<file path="src/rtl/evcnt_ram.sv">
module evcnt_ram #(
  parameter int CHANNELS = 128,
  parameter int CNT_W    = 24,
  localparam int IDX_W   = $clog2(CHANNELS)
) (
  input  logic             clk,
  input  logic             rst,
  input  logic             ev_valid,
  input  logic [IDX_W-1:0] ev_chan,
  input  logic             clr_req,
  output logic             busy,
  input  logic [IDX_W-1:0] rd_chan,
  output logic [CNT_W-1:0] rd_data
);
  localparam logic [CNT_W-1:0] TOP  = {CNT_W{1'b1}};
  localparam logic [IDX_W-1:0] LAST = IDX_W'(CHANNELS - 1);

  logic [CNT_W-1:0] mem [CHANNELS];

  logic             s1_v, s2_v, s3_v;
  logic [IDX_W-1:0] s1_ch, s2_ch, s3_ch;
  logic [CNT_W-1:0] s1_q, s2_sum, s3_sum;
  logic [CNT_W-1:0] op, nxt;
  logic [IDX_W-1:0] ptr;
  logic [CNT_W-1:0] rd_q;
  logic             start;

  assign start = clr_req & ~busy;

  assign op  = (s2_v && s2_ch == s1_ch) ? s2_sum :
               (s3_v && s3_ch == s1_ch) ? s3_sum : s1_q;
  assign nxt = (op == TOP) ? TOP : op + 1'b1;

  always_ff @(posedge clk) begin
    if (busy) mem[ptr] <= '0;
    else if (s2_v) mem[s2_ch] <= s2_sum;
    s1_q <= mem[ev_chan];
    rd_q <= mem[rd_chan];
  end

  always_ff @(posedge clk) begin
    if (rst) begin
      s1_v <= 1'b0;
      s2_v <= 1'b0;
      s3_v <= 1'b0;
      busy <= 1'b0;
      ptr  <= '0;
      rd_data <= '0;
    end else begin
      rd_data <= rd_q;
      s1_v <= ev_valid & ~busy & ~start;
      s2_v <= s1_v & ~start & ~busy;
      s3_v <= s2_v & ~start & ~busy;
      if (start) begin
        busy <= 1'b1;
        ptr  <= '0;
      end else if (busy) begin
        ptr <= ptr + 1'b1;
        if (ptr == LAST) busy <= 1'b0;
      end
    end
  end

  always_ff @(posedge clk) begin
    s1_ch  <= ev_chan;
    s2_ch  <= s1_ch;
    s2_sum <= nxt;
    s3_ch  <= s2_ch;
    s3_sum <= s2_sum;
  end
endmodule


</file>
<file path="config.mk">
export PLATFORM = sky130hd
export DESIGN_NAME = evcnt_ram
export DESIGN_NICKNAME = d
export VERILOG_FILES = /design/src/rtl/evcnt_ram.sv
export SDC_FILE = /design/constraint.sdc
export NUM_CORES = 2
export LEC_CHECK = 0
export ABC_CLOCK_PERIOD_IN_PS = 4400
export BUFFER_PORTS_ARGS = -buffer_cell sky130_fd_sc_hd__buf_2
export CAP_MARGIN = 0
export CORE_MARGIN = 3
export CORE_UTILIZATION = 40
export DETAILED_ROUTE_END_ITERATION = 12
export GPL_TIMING_DRIVEN = 0
export PLACE_DENSITY_LB_ADDON = 0.2
export SETUP_SLACK_MARGIN = 0.15
export SYNTH_ARGS = -nofsm -noshare
export SYNTH_HDL_FRONTEND = slang
export SYNTH_SLANG_ARGS = --single-unit
</file>
<file path="constraint.sdc">
create_clock -name clk -period 4.4 [get_ports clk]
set_input_delay 0.66 -clock clk [delete_from_list [all_inputs] [get_ports clk]]
set_output_delay 0.66 -clock clk [all_outputs]
set_load 0.005 [all_outputs]
</file>
==> run_results.csv <==
group,metric,value,unit
status,run_status,"finished, violations left",
status,violations,"max-capacitance violations, max-slew violations, negative setup slack",
drt,drc,0,
global_route,grt_max_degree,89,
timing,timing.final.max_slew_violations,38,
global_route,grt_pass1_vias,80700,
final_layout,final_cell_mix,"edfxtp_1, mux4_2, clkbuf_1, clkbuf_16, dfxtp_1",
power_and_ir_drop,power,65.65,mW
floorplan,start_util,0.4020,
timing,min_period,4.568,ns
power_and_ir_drop,power_leakage,44.38,nW
floorplan,die_x,609.8,µm
synthesis,synth-async-reset-ratio,0,
floorplan,die_h,609.8,µm
power_and_ir_drop,ir_worst_vdd,0.0003020,V
drt,drtPass1Iterations,7,
clocking,cts_tree,"done",
timing,fmax,218.9,MHz
global_route,grt_pass1_wl,701.9,mm
clocking,clk_latency,0.94,ns
final_layout,nFillCells,29710,
clocking,clk_pin_slew,0.06,ns
global_route,antenna_found_initial,79,
timing,max_slew.worst_pin.slew,1.682,ns
min_path,hold_class,"primary input to flop",
synthesis,synth-edff-count,3072,
setup_path,start_kind,"flop",
final_layout,finalNetCount,6896,
placement,dp_hpwl,372.1,mm
final_layout,fin_cells,12050,
setup_path,crit_path_cell_trace,"nor2b_1 > clkbuf_1 > clkbuf_1 > o31ai_1 > nand3_1 > nor2_4 > buf_12",
timing,relSlewSlack,-0.1214,
clocking,cts_sinks,3224,
synthesis,synth_area_leader_cell,"edfxtp_1",
synthesis,yosys-top-cells-area,"edfxtp_1, mux4_2, dfxtp_1",
synthesis,yosys_warnings,0,
setup_path,slowest_stage,"o31ai_1",
synthesis,ys_seq_area_frac,0.6534,
placement,gp_congestion,0.9852,
synthesis,synth-main-ff-cell,"edfxtp_1",
run,drv_cap,4,
floorplan,dieArea,371900,µm²
timing,setup_slack,-0.1677,ns
synthesis,ys_types,49,
global_route,grt_overflow,0,
timing,fin_tns_setup,-20.57,ns
timing,final-hold-violation-count,0,
synthesis,syn_nets,6302,
timing,setup_viol,225,
setup_path,required,4.99,ns
setup_path,cp_slowest_stage_delay,1.26,ns
timing,rsz0062_at_grt,"yes",
placement,portBuffers,35,
placement,detailedPlace.worstSlack,-2.025,ns
synthesis,postSynthCellCount,6282,
timing,fin_skew,0.04355,ns
drt,avgRoutedWirePerCell,43.28,µm
drt,routed_wl,521.3,mm
synthesis,synth_top_area_frac,0.6325,
synthesis,synth_seq_cells,3224,
placement,placed_cells,11290,
synthesis,syn_avg_cell_area,23.22,µm²
clocking,cts_htree_levels,5,
floorplan,num_rows,221,
setup_path,cp-end-kind,"flop",
timing,fin_hold_ws,0.1179,ns
setup_path,cp_max_fo,18,
clocking,cts_made_buffers,339,
drt,drtIter0Drc,12740,
floorplan,num_io_pins,43,
final_layout,area_growth,15.76,%
clocking,root_buffer,"clkbuf_16",
final_layout,layout_commonest_cell,"edfxtp_1",
floorplan,design.core.area,362800,µm²
final_layout,drive_gt1_frac,0.4347,
drt,dr_total_vias,80660,
power_and_ir_drop,power.density,388.9,nW/µm²
synthesis,synth_area,145800,µm²
setup_path,critPathMostFrequentCell,"clkbuf_1",
setup_path,cp.arrival,5.16,ns
drt,ant_nets,0,
global_route,grt_usage,0.2786,
clocking,clockBufferDepth,4,
setup_path,worst-setup-path-type,"flop to flop",
timing,post-route-period-util,1.038,
drt,viasPerCell,6.696,
-- synthesized netlist by cell type (all sizes together), types with 5 or more instances --
library cell and count:
a21oi 5, a31oi 19, and2 27, buf 144, clkbuf 348, dfxtp 152
edfxtp 3072, mux2 49, mux2i 8, mux4 2016, nand2 53, nand2b 5
nand3 49, nand4 12, nor2 146, nor2b 29, nor3 26, nor4 5
o21ai 37, o31ai 8, or4 7, xnor2 21, xor2 7
-- worst paths after layout --
path              depth (start not counted)  slack, ns       start          end
setup / recovery                          7      -0.17        s2_v  mem[99][16]
hold / removal                            2       0.12         rst  rd_data[23]
hold reg to reg                           0       0.37  s2_sum[22]   s3_sum[22]
setup reg to reg                          7      -0.17        s2_v  mem[99][16]
-- state kept, by name (all words and copies together), names as in the netlist --
name     flops
s3_sum      24
s2_v         1
rd_q        24
busy         1
s3_ch        7
mem       3072
s1_ch        7
s2_ch        7
rd_data     24
s1_v         1
s3_v         1
ptr          7
s2_sum      24
s1_q        24
-- timing repair --
action                                 4_1_cts  5_1_grt
cloned                                       6        0
setup endpoints to repair                 1496     1033
pin swaps                                   13        6
hold buffers                                 7        0
setup buffers                               20        8
endpoints found under the hold margin        7        0
resized for setup                          152       34
-- logic make-up after synthesis --
family                     count (synthesis)  share of synthesized area
buffers and inverters                    495                    0.01290
adders and majority gates                  2                  0.0001716
AOI/OAI and AO/OA                         82                   0.003509
xor gates and xnor gates                  28                   0.001836
and+or+nand+nor                          378                    0.01257
DFF                                     3224                     0.6534
muxes                                   2073                     0.3156
-- where the power goes --
group	internal, mW	total [mW]	leakage (nW)	switching [mW]
logic	1.70	4.51	14.6	2.81
clock network	15.4	27.7	5.09	12.3
registers	33.3	33.4	24.7	0.105
-- critical path: cells and delay by family, from the launching register on --
kind | cells | cell delay [ns]
buf+inv | 3 | 0.75
flops | 1 | 0.35
simple gates | 3 | 1.79
compound gates | 1 | 1.26
-- per-layer routing --
| layer | vias up | track usage | wire (µm) |
|---|---|---|---|
| li1 | 29660 | - | - |
| met1 | 44700 | 0.3704 | 189500 |
| met2 | 5349 | 0.4191 | 238300 |
| met3 | 939 | 0.08705 | 65300 |
| met4 | 14 | 0.1323 | 28150 |
| met5 | - | 0 | 91 |
-- area by class of cell --
cell class	instances	area, µm²	area share
inverter	3	11.26	0.00006670
clock buffer	426	9015	0.05340
buffer	492	2475	0.01466
tap	4794	5998	0.03553
multi-input combinational	2569	49790	0.2949
timing repair buffer	247	4639	0.02748
sequential	3224	95290	0.5644
antenna	117	292.8	0.001734
clock inverter	173	1321	0.007826
-- stage by stage --
step	cell area (µm²)	utilization
final	168800	0.4654
after global routing	168700	0.4651
after CTS	168400	0.4641
after detailed placement	157200	0.4333
after global placement	152000	0.4190
after floorplan	145800	-
(Power assumes the default switching activity.)
